**src/rtl/dds_pkg.sv**
```systemverilog
package dds_pkg;

  typedef enum logic {
    STD_525 = 1'b0,
    STD_625 = 1'b1
  } line_std_e;

  // True when the field number marks the first field of a colour sequence
  function automatic logic seq_origin(input line_std_e std, input logic [2:0] fnum);
    if (std == STD_625) seq_origin = (fnum == 3'd0);
    else                seq_origin = (fnum[1:0] == 2'd0);
  endfunction

endpackage

```
**src/rtl/sc_pin_edge.sv**
```systemverilog
module sc_pin_edge #(
  parameter int SYNC_STAGES = 2
) (
  input  logic clk,
  input  logic rst_n,
  input  logic pin,
  output logic rise
);
  localparam int LAST = SYNC_STAGES - 1;

  logic [LAST:0] sync_q, sync_d;
  logic          prev_q, prev_d;

  generate
    if (SYNC_STAGES > 1) begin : g_chain
      always_comb sync_d = {sync_q[LAST-1:0], pin};
    end else begin : g_single
      always_comb sync_d = pin;
    end
  endgenerate

  always_comb prev_d = sync_q[LAST];

  always_ff @(posedge clk or negedge rst_n) begin
    if (!rst_n) begin
      sync_q <= '0;
      prev_q <= 1'b0;
    end else begin
      sync_q <= sync_d;
      prev_q <= prev_d;
    end
  end

  assign rise = sync_q[LAST] & ~prev_q;

  // a detected edge never lasts two cycles
  assert_edge_single_R5: assert property (@(posedge clk) disable iff (!rst_n)
    rise |=> !rise);

endmodule

```
**src/rtl/sc_realign_ctl.sv**
```systemverilog
module sc_realign_ctl
  import dds_pkg::*;
#(
  parameter int FNUM_W = 3
) (
  input  logic              clk,
  input  logic              rst_n,
  input  logic              field_start,
  input  logic [FNUM_W-1:0] field_num,
  input  logic              std_625,
  input  logic              auto_en,
  input  logic              rtc_mode,
  input  logic              pin_rise,
  output logic              reload,
  output logic              realign
);
  logic pend_q, pend_d;
  logic realign_q, realign_d;
  logic origin, auto_hit, pin_hit;

  always_comb begin
    origin    = seq_origin(line_std_e'(std_625), field_num[2:0]);
    auto_hit  = field_start & auto_en & ~rtc_mode & origin;
    pin_hit   = field_start & pend_q;
    reload    = auto_hit | pin_hit;
    // a new edge seen while a field starts arms the following field
    pend_d    = (pend_q & ~field_start) | pin_rise;
    realign_d = reload;
  end

  always_ff @(posedge clk or negedge rst_n) begin
    if (!rst_n) begin
      pend_q    <= 1'b0;
      realign_q <= 1'b0;
    end else begin
      pend_q    <= pend_d;
      realign_q <= realign_d;
    end
  end

  assign realign = realign_q;

  assert_rtc_no_auto_R8: assert property (@(posedge clk) disable iff (!rst_n)
    (rtc_mode && !pend_q) |-> !reload);

  assert_pend_clear_R6: assert property (@(posedge clk) disable iff (!rst_n)
    (field_start && pend_q) |=> (!pend_q || $past(pin_rise)));

  assert_no_cause_R11: assert property (@(posedge clk) disable iff (!rst_n)
    (!pend_q && !auto_en) |-> !reload);

endmodule

```
**src/rtl/sc_phase_acc.sv**
```systemverilog
module sc_phase_acc #(
  parameter int PHASE_W = 32
) (
  input  logic               clk,
  input  logic               rst_n,
  input  logic [PHASE_W-1:0] freq_word,
  input  logic [PHASE_W-1:0] phase_ofs,
  input  logic               rtc_mode,
  input  logic               line_start,
  input  logic               reload,
  output logic [PHASE_W-1:0] phase
);
  logic [PHASE_W-1:0] freq_q, freq_d;
  logic [PHASE_W-1:0] phase_q, phase_d;
  logic               freq_en;

  always_comb begin
    freq_en = ~rtc_mode | line_start;
    freq_d  = freq_en ? freq_word : freq_q;
    phase_d = reload ? phase_ofs : phase_q + freq_q;
  end

  always_ff @(posedge clk or negedge rst_n) begin
    if (!rst_n) begin
      freq_q  <= '0;
      phase_q <= '0;
    end else begin
      freq_q  <= freq_d;
      phase_q <= phase_d;
    end
  end

  assign phase = phase_q;

  assert_rtc_hold_R9: assert property (@(posedge clk) disable iff (!rst_n)
    (rtc_mode && !line_start) |=> (freq_q == $past(freq_q)));

  assert_advance_R2: assert property (@(posedge clk) disable iff (!rst_n)
    !reload |=> (phase_q == $past(phase_q) + $past(freq_q)));

endmodule

```
**src/rtl/subcarrier_dds.sv**
```systemverilog
module subcarrier_dds #(
  parameter int PHASE_W     = 32,
  parameter int LUT_W       = 10,
  parameter int FNUM_W      = 3,
  parameter int SYNC_STAGES = 2
) (
  input  logic               clk,
  input  logic               rst_n,
  input  logic [PHASE_W-1:0] freq_word,
  input  logic [PHASE_W-1:0] phase_ofs,
  input  logic               field_start,
  input  logic               line_start,
  input  logic [FNUM_W-1:0]  field_num,
  input  logic               std_625,
  input  logic               auto_en,
  input  logic               sc_rst_pin,
  input  logic               rtc_mode,
  output logic [PHASE_W-1:0] phase,
  output logic [LUT_W-1:0]   phase_top,
  output logic               realign
);
  localparam int TOP_MSB = PHASE_W - 1;

  logic pin_rise;
  logic reload;

  sc_pin_edge #(.SYNC_STAGES(SYNC_STAGES)) u_edge (
    .clk   (clk),
    .rst_n (rst_n),
    .pin   (sc_rst_pin),
    .rise  (pin_rise)
  );

  sc_realign_ctl #(.FNUM_W(FNUM_W)) u_ctl (
    .clk         (clk),
    .rst_n       (rst_n),
    .field_start (field_start),
    .field_num   (field_num),
    .std_625     (std_625),
    .auto_en     (auto_en),
    .rtc_mode    (rtc_mode),
    .pin_rise    (pin_rise),
    .reload      (reload),
    .realign     (realign)
  );

  sc_phase_acc #(.PHASE_W(PHASE_W)) u_acc (
    .clk        (clk),
    .rst_n      (rst_n),
    .freq_word  (freq_word),
    .phase_ofs  (phase_ofs),
    .rtc_mode   (rtc_mode),
    .line_start (line_start),
    .reload     (reload),
    .phase      (phase)
  );

  assign phase_top = phase[TOP_MSB -: LUT_W];

  // the realign pulse and the origin value arrive together
  assert_reload_val_R3: assert property (@(posedge clk) disable iff (!rst_n)
    realign |-> (phase == $past(phase_ofs)));

endmodule

```
**config.mk**
```make
export PLATFORM = sky130hd
export DESIGN_NAME = subcarrier_dds
export DESIGN_NICKNAME = d
export VERILOG_FILES = /design/src/rtl/dds_pkg.sv /design/src/rtl/sc_pin_edge.sv /design/src/rtl/sc_realign_ctl.sv /design/src/rtl/sc_phase_acc.sv /design/src/rtl/subcarrier_dds.sv
export SDC_FILE = /design/constraint.sdc
export NUM_CORES = 1
export LEC_CHECK = 0
export BUFFER_PORTS_ARGS = -buffer_cell sky130_fd_sc_hd__buf_2
export CAP_MARGIN = 20
export CORE_MARGIN = 2
export CORE_UTILIZATION = 45
export DETAILED_ROUTE_END_ITERATION = 8
export PLACE_DENSITY = 0.71
export SYNTH_ARGS = -nofsm -noshare
export SYNTH_HDL_FRONTEND = slang
export SYNTH_HIERARCHICAL = 1
export SYNTH_SLANG_ARGS = --single-unit
```
**constraint.sdc**
```tcl
create_clock -name clk -period 2.4 [get_ports clk]
set_input_delay 0.72 -clock clk [delete_from_list [all_inputs] [get_ports clk]]
set_output_delay 0.72 -clock clk [all_outputs]
set_load 0.02 [all_outputs]
```
# Word-level counts from Yosys, hierarchy flattened
# Cells that the tools add are included.
[totals]
reg_bits = 69
out_inout_bits = 43
[op_classes]
n_addsub = 1
n_mux = 2
bitwise = 12
reduce_logical = 2
[op_table]
columns = ["cell", "count"]
rows = [
  ["$add 32x32->32", 1],
  ["$mux 32", 1],
  ["$and 1x1->1", 6],
  ["$logic_not 3->1", 1],
  ["$not 1->1", 3],
  ["$or 1x1->1", 3],
  ["$logic_not 2->1", 1],
  ["$mux 1", 1],
]

# Depth between registers and ports, before layout
# Gate-level depths: netlist of the first run.
[depth]
word_depth = 5
ltp_mapped = 9
mapped_depth_nobuf = 9

# Hierarchy
# The synthesis of the first run kept the hierarchy.
[modules_own_cells]
columns = ["mod", "instances", "cells_per_inst", "area_each_um2", "seq_area_each_um2"]
rows = [
  ["sc_phase_acc", 1, 419, 4105.2, 1601.5],
  ["sc_realign_ctl", 1, 7, 93.8, 50.0],
  ["sc_pin_edge", 1, 4, 88.8, 75.1],
  ["subcarrier_dds", 1, 10, 75.1, 0.0],
]

# Worst setup path before layout of the first run
# Ideal clock, no wire load.
[synth_timing]
path_type = "register to register"
from = "register u_acc.phase_q[0] (netlist: u_acc/phase[0])"
to = "register u_acc.phase_q[30] (netlist: u_acc/phase[30])"
setup_ns = 0.086
arrival_ns = 2.330
required_ns = 2.314
path_slack_ns = -0.016
path_stages_with_launch = 10
n_path_buf = 0
period_less_slack_ns = 2.416
path_cell_list = "dfrtp_1 -> ha_1 -> fa_1 -> a21oi_1 -> o211ai_2 -> a41o_1 -> a21oi_2 -> o41a_1 -> o311a_1 -> nor3_1"
[synth_via]
elab_chain_cells = 2
[synth_rtl]
columns = ["item", "line", "text"]
rows = [
  ["start: declaration", "sc_phase_acc.sv:14", "logic [PHASE_W-1:0] phase_q, phase_d;"],
  ["start signal: assignment", "sc_phase_acc.sv:29", "phase_q <= phase_d;"],
  ["$add 32x32->32", "sc_phase_acc.sv:20", "phase_d = reload ? phase_ofs : phase_q + freq_q;"],
  ["$mux 32", "sc_phase_acc.sv:20", ""],
  ["net u_acc.phase_d[30]", "sc_phase_acc.sv:14", ""],
]
# The timed path passes the listed nets, and every way through them passes these cells.
# A chain may end at the register's enable or synchronous reset.

# Worst setup path in the final report of the first run
[layout_timing]
from = "register u_acc.freq_q[0]"
to = "register u_acc.phase_q[22] (netlist: u_acc/phase[22])"
[layout_via]
elab_chain_cells = 2
[layout_rtl]
columns = ["item", "line", "text"]
rows = [
  ["start: declaration", "sc_phase_acc.sv:13", "logic [PHASE_W-1:0] freq_q, freq_d;"],
  ["start signal: assignment", "sc_phase_acc.sv:28", "freq_q <= freq_d;"],
  ["$add 32x32->32", "sc_phase_acc.sv:20", ""],
  ["$mux 32", "sc_phase_acc.sv:20", ""],
  ["net u_acc.phase_d[22]", "sc_phase_acc.sv:14", ""],
]
# The timed path passes the listed nets, and every way through them passes these cells.

==> results of run 1 <==
[state kept, by name, summed over array words and instances, names as in the netlist]
signal	count
u_edge/sync_q	2
u_ctl/pend_q	1
u_ctl/realign	1
u_acc/phase	32
u_edge/prev_q	1
u_acc/freq_q	32
[final cells by class]
| class | count | area [um2] | area share [%] |
|---|---|---|---|
| Multi-Input combinational cell | 327 | 2630 | 44.5 |
| Sequential cell | 69 | 1730 | 29.3 |
| Inverter | 14 | 52.6 | 0.890 |
| Tap cell | 129 | 161 | 2.73 |
| Clock buffer | 10 | 128 | 2.16 |
| Timing Repair Buffer | 181 | 1120 | 19.0 |
| Clock inverter | 6 | 88.8 | 1.50 |
[cell usage in the layout (no fill, tap or decap), types with 8 or more instances in the layout]
| cell type | instances |
|---|---|
| nor2_1 | 14 |
| xor2_1 | 10 |
| buf_4 | 59 |
| nand2_1 | 43 |
| a21oi_2 | 8 |
| a21oi_1 | 31 |
| a21o_1 | 19 |
| o21ai_0 | 26 |
| clkbuf_8 | 9 |
| inv_1 | 13 |
| buf_2 | 117 |
| ha_1 | 22 |
| mux2_2 | 35 |
| dfrtp_1 | 68 |
| ha_4 | 9 |
| xnor2_1 | 11 |
[worst paths after layout]
kind,slack [ns],cells past startpoint,to
min reg2reg,0.35,0,u_edge/sync_q[1]
max,-0.002,10,u_acc/phase[22]
min in group asynchronous,0.38,2,u_edge/sync_q[1]
max in group asynchronous,1.69,2,u_acc/phase[10]
max reg2reg,-0.002,10,u_acc/phase[22]
min,0.35,0,u_edge/sync_q[1]
[metrics by stage]
stage                     hold WS [ns]  worst slack (ns)  cell area [um2]
after floorplan                  0.331            0.0123             4360
after global placement           0.337            -0.112             5360
after detailed placement         0.335            -0.148             5360
after CTS                        0.354          0.000999             5650
after global routing             0.377            -0.113             5910
final                            0.352          -0.00227             5910
[layer usage]
layer	up-vias	track usage, %	routed length [um]
li1	1908	-	-
met1	1904	27.5	5040
met2	128	38.4	5710
met3	14	4.65	568
met4	0	6.05	132
met5	-	0	0
[cell families after synthesis]
logic type,Yosys count
AO/OA/AOI/OAI,138
AND/OR/NAND/NOR,99
buffers and inverters,44
adder cells (fa/ha/maj),32
multiplexers,35
XOR/XNOR,23
flip-flops,69
[report_power, final]
| group | internal [mW] | total (mW) | switching [mW] |
|---|---|---|---|
| Combinational | 2.39 | 5.23 | 2.84 |
| Clock | 0.585 | 1.03 | 0.449 |
| Sequential | 1.52 | 1.78 | 0.261 |
| Total | 4.49 | 8.04 | 3.55 |
[worst max-delay path, cell delays in order (launching register included)]
cell and delay [ns]:
dfrtp_1 0.41, ha_4 0.18, fa_2 0.37, a21oi_4 0.23, o211ai_4 0.12, a41o_1 0.20
a21oi_2 0.14, o41a_1 0.26, buf_4 0.17, xor2_2 0.13, o21ai_1 0.08
[what timing repair did]
| action | CTS | global route |
|---|---|---|
| pin swaps | 7 | 21 |
| setup buffers | 1 | 11 |
| hold buffers | 0 | 0 |
| resized for setup | 16 | 30 |
| setup endpoints to repair | 13 | 15 |
| cloned | 0 | 0 |
==> impl_metrics.tcl, run 1 <==
set metrics [dict create \
    dp_hpwl_mm 8.40 \
    status "finished with violations" \
    grt_usage_pct 22.0 \
    clk_pin_slew_ns 0.08 \
    dr.pass1.iters 4 \
    synth_xor_area_share_pct 4.62 \
    start_util_pct 46.8 \
    finalSetupViolations 1 \
    yosys.area_share.simple_pct 11.0 \
    cts_buffers 9 \
    report.final.hold_viol_count 0 \
    fin_crit_sh_pct 100 \
    gp_congestion 0.862 \
    hold_path.class "reg2reg" \
    synthMostInstantiatedCell "dfrtp_1" \
    synth_mux_area_share_pct 9.03 \
    dp_cells 709 \
    n_fill_cell 769 \
    drtIter0Drc 134 \
    p_total_mw 8.04 \
    synth_fa_ha_area_share_pct 9.35 \
    finalNonFillerCells 736 \
    synth_area_mm2 0.00436 \
    syn_to_final_growth_pct 35.4 \
    violations "negative setup slack" \
    ir_drop_mv 0.744 \
    crit_required_ns 2.62 \
    vias 3954 \
    synth_top_family_by_area "compound AO/OA/AOI/OAI gates" \
    cts_buffer_depth 2 \
    dieArea_mm2 0.0105 \
    r2r-start "u_acc/freq_q[0]" \
    power_density_mw_per_mm2 1360 \
    final_max_slew_viol_count 0 \
    tns_ns -0.00227 \
    max_freq_mhz 416 \
    grt_start_max_net_pins 70 \
    vias_per_cell 5.37 \
    synth-edff-count 0 \
    finClkSkew_ns 0.00769 \
    yosysUniqueCellTypes 61 \
    drc_errors 0 \
    yosysSeqAreaShare_pct 39.6 \
    synth_compound_area_share_pct 20.6 \
    crit_path_end_kind "flip-flop" \
    finalNetCount 709 \
    port_buffers 117 \
    wire_per_inst_um 15.6 \
    cts_tree "yes" \
    clock-sinks 69 \
    diodes 0 \
    drive_above_1_share_pct 45.8 \
    row_count 35 \
    detail-route-antenna-nets 0 \
    antenna_found_initial 0 \
    rsz0062_at_grt "true" \
    core_mm2 0.00933 \
    wl_mm 11.5 \
    async_reset_ff_share_pct 100 \
    yosysWarningCount 6 \
    setup_ws_ns -0.00227 \
    grt_pass1_vias 3975 \
    ys_ff_latch 69 \
    synth_area_leader_cell "dfrtp_1" \
    avgSynthCellArea_um2 9.92 \
    critPathMaxFanout 4 \
    ys_top_cells_by_count "dfrtp_1, nand2_1, a21oi_1" \
    die_w_um 102 \
    pin_count 118 \
    worst_slew_pin_slew_ns 0.439 \
    die_h_um 102 \
    post-route-util_pct 63.3 \
    synth_flop_cell "dfrtp_1" \
    critPathArrivalTime_ns 2.63 \
    worstSkewPairLatency_ns 0.34 \
    grt_pass1_wl_mm 18.3 \
    power.static_leakage_nw 2.79 \
    syn_nets 547 \
    synth_top_area_share_pct 39.6 \
    cts_root_buf "clkbuf_8" \
    drv_cap 0 \
    post-route-min-period_ns 2.40 \
    max_slew_margin_pct 70.0 \
    grt_remaining_overflow 0 \
    cts-htree-levels 3 \
    synth_cells 440 \
    hold_path.startpoint "u_edge/sync_q[0]" \
    cp-startpoint "u_acc/freq_q[0]" \
    yosys-top-cells-area "dfrtp_1, mux2_2, ha_1" \
    path_class "reg2reg" \
    start_kind "flip-flop" \
]
(Power assumes the default switching activity.)
==> inputs of run 2 (changes only) <==
--- a/config.mk
+++ b/config.mk
@@ -5,12 +5,13 @@
 export SDC_FILE = /design/constraint.sdc
 export NUM_CORES = 1
 export LEC_CHECK = 0
+export ABC_AREA = 1
 export BUFFER_PORTS_ARGS = -buffer_cell sky130_fd_sc_hd__buf_2
 export CAP_MARGIN = 20
 export CORE_MARGIN = 2
 export CORE_UTILIZATION = 45
 export DETAILED_ROUTE_END_ITERATION = 8
-export PLACE_DENSITY = 0.71
+export PLACE_DENSITY = 0.69
 export SYNTH_ARGS = -nofsm -noshare
 export SYNTH_HDL_FRONTEND = slang
 export SYNTH_HIERARCHICAL = 1
==> impl_metrics.tcl, run 2 <==
set metrics [dict create \
    synth_top_family_by_area "simple AND/OR/NAND/NOR gates" \
    switching_share_pct 49.3 \
    drv_cap 0 \
    synth_area_leader_cell "dfrtp_1" \
    die_w_um 109 \
    cts_buffers 9 \
    drtIter0Drc 170 \
    core_mm2 0.0108 \
    row_count 38 \
    post-route-min-period_ns 2.16 \
    pin_count 118 \
    wl_mm 12.5 \
    critPathMaxFanout 5 \
    synth_flop_cell "dfrtp_1" \
    synth_fa_ha_area_share_pct 8.16 \
    max_stage_delay_ns 0.46 \
    worstSkewPairLatency_ns 0.37 \
    start_util_pct 46.1 \
    yosysWarningCount 6 \
    setup_ws_ns 0.237 \
    rsz0062_at_grt "false" \
    max_slew_margin_pct 41.9 \
    synth-edff-count 0 \
    cts_buffer_depth 2 \
    crit_chain "ha_1 > fa_1 > nand3_1 > nand3_2 > nand2_1 > nand3_1 > nand2_1 > nand3_1 > nand2_1 > nand3_1 > nand2_1" \
    critPathArrivalTime_ns 2.47 \
    diodes 0 \
    power_frac_seq_pct 23.0 \
    power_density_mw_per_mm2 1260 \
    crit_path_end_kind "flip-flop" \
    p_clk_share_pct 14.6 \
    wire_per_inst_um 12.9 \
    cts_tree "yes" \
    cts-resized-gates 0 \
    grt_pass1_vias 4548 \
    power_frac_comb_pct 62.4 \
    synth_cells 712 \
    start_kind "flip-flop" \
    port_buffers 117 \
    place_area_mm2 0.00569 \
    crit_required_ns 2.71 \
    report.final.hold_viol_count 0 \
    detail-route-antenna-nets 0 \
    async_reset_ff_share_pct 100 \
    tns_ns 0 \
    yosys.area_share.simple_pct 32.8 \
    synth_area_mm2 0.00500 \
    path_class "reg2reg" \
    yosys-top-cells-area "dfrtp_1, nand2_1, inv_1" \
    dieArea_mm2 0.0120 \
    fin_crit_sh_pct 90.1 \
    netSwitchingPower_mw 3.68 \
    drc_errors 0 \
    hold_path.class "in2async" \
    worst_slew_pin_slew_ns 0.871 \
    yosysUniqueCellTypes 32 \
    grt_pass1_wl_mm 20.4 \
    route.met2.wl_mm 5.85 \
    ctsHoldBuffers 0 \
    top_layer "met4" \
    avgSynthCellArea_um2 7.02 \
    layout_common_cells "nand2_1, buf_2, inv_1" \
    syn_nets 819 \
    ys_ff_latch 69 \
    vias_per_cell 4.79 \
    grt_usage_pct 22.0 \
    ys_top_cells_by_count "nand2_1, inv_1, dfrtp_1" \
    clock-sinks 69 \
    intPower_mw 3.79 \
    gp_congestion 0.963 \
    p_total_mw 7.46 \
    whs_ns 0.341 \
    dp_hpwl_mm 9.89 \
    finalNetCount 930 \
    dp_worst_setup_slack_ns 0.228 \
    final_area_mm2 0.00591 \
    cts-htree-levels 3 \
    wl_met3_um 662 \
    max_freq_mhz 462 \
    status "finished clean" \
    finClkSkew_ns 0.0100 \
    synth_xor_area_share_pct 1.58 \
    synth_top_area_share_pct 34.5 \
    wirelength_met1_mm 5.72 \
    synthMostInstantiatedCell "nand2_1" \
    vias 4636 \
    synth_compound_area_share_pct 4.38 \
    grt_remaining_overflow 0 \
    grt_start_max_net_pins 70 \
    final_max_slew_viol_count 0 \
    final_common_cell "nand2_1" \
    power.static_leakage_nw 3.41 \
    cts_root_buf "clkbuf_8" \
    syn_to_final_growth_pct 18.3 \
    post_cts_buffers 0 \
    dr.pass1.iters 4 \
    clk_pin_slew_ns 0.08 \
    drive_above_1_share_pct 23.1 \
    slowest_stage "fa_1" \
    synth_mux_area_share_pct 7.21 \
    die_h_um 109 \
    antenna_found_initial 0 \
    yosysSeqAreaShare_pct 34.5 \
    ir_drop_mv 0.662 \
    finalSetupViolations 0 \
]
[run 2: power by group through the flow]
stage / registers, mW / logic (mW) / clock network [mW]
CTS: 1.73 / 4.66 / 1.13
global route: 1.76 / 5.29 / 1.16
finish: 1.72 / 4.65 / 1.09
floorplan: 2.06 / 3.17 / 0
global placement: 1.73 / 4.61 / 0
detailed placement: 1.75 / 4.64 / 0
[run 2: stage by stage]
| stage | std cells | util (%) |
|---|---|---|
| 6_report | 968 | 54.5 |
| 5_1_grt | 968 | 54.5 |
| 4_1_cts | 968 | 54.5 |
| 3_5_place_dp | 952 | 52.5 |
| 3_3_place_gp | 952 | 52.5 |
| 2_1_floorplan | 712 | - |
[run 2: cell families after synthesis]
logic type,Yosys count
AO/OA/AOI/OAI,40
XOR/XNOR,9
flip-flops,69
AND/OR/NAND/NOR,394
buffers and inverters,136
multiplexers,32
adder cells (fa/ha/maj),32
[run 2: cell type report]
cell class                      count  area, um2
Tap cell                          140        175
Clock buffer                       12        155
Multi-Input combinational cell    507       2720
Inverter                          116        435
Sequential cell                    69       1730
Timing Repair Buffer              120        633
Fill cell                        1097       4930
Clock inverter                      4       70.1
[run 2: path summary, 6_finish.rpt]
path | startpoint | endpoint | slack (ns) | cells past startpoint
max | u_acc/phase[0] | u_acc/phase[24] | 0.24 | 11
min | rst_n | u_acc/phase[12] | 0.34 | 2
max reg2reg | u_acc/phase[0] | u_acc/phase[24] | 0.24 | 11
min reg2reg | u_edge/sync_q[0] | u_edge/sync_q[1] | 0.35 | 0
max in group asynchronous | rst_n | u_acc/phase[7] | 1.72 | 2
min in group clk | u_edge/sync_q[0] | u_edge/sync_q[1] | 0.35 | 0
[run 2: worst max-delay path, delay by kind of cell (launching register included)]
kind,cells,cell delay [ns]
simple gates,9,1.00
flops,1,0.38
fa+ha+maj,2,0.73
[run 2: layer usage]
layer | up-vias | global-route usage, %
li1 | 2415 | -
met4 | 0 | 9.49
met1 | 2106 | 27.4
met5 | - | 0
met2 | 97 | 37.3
met3 | 18 | 4.09
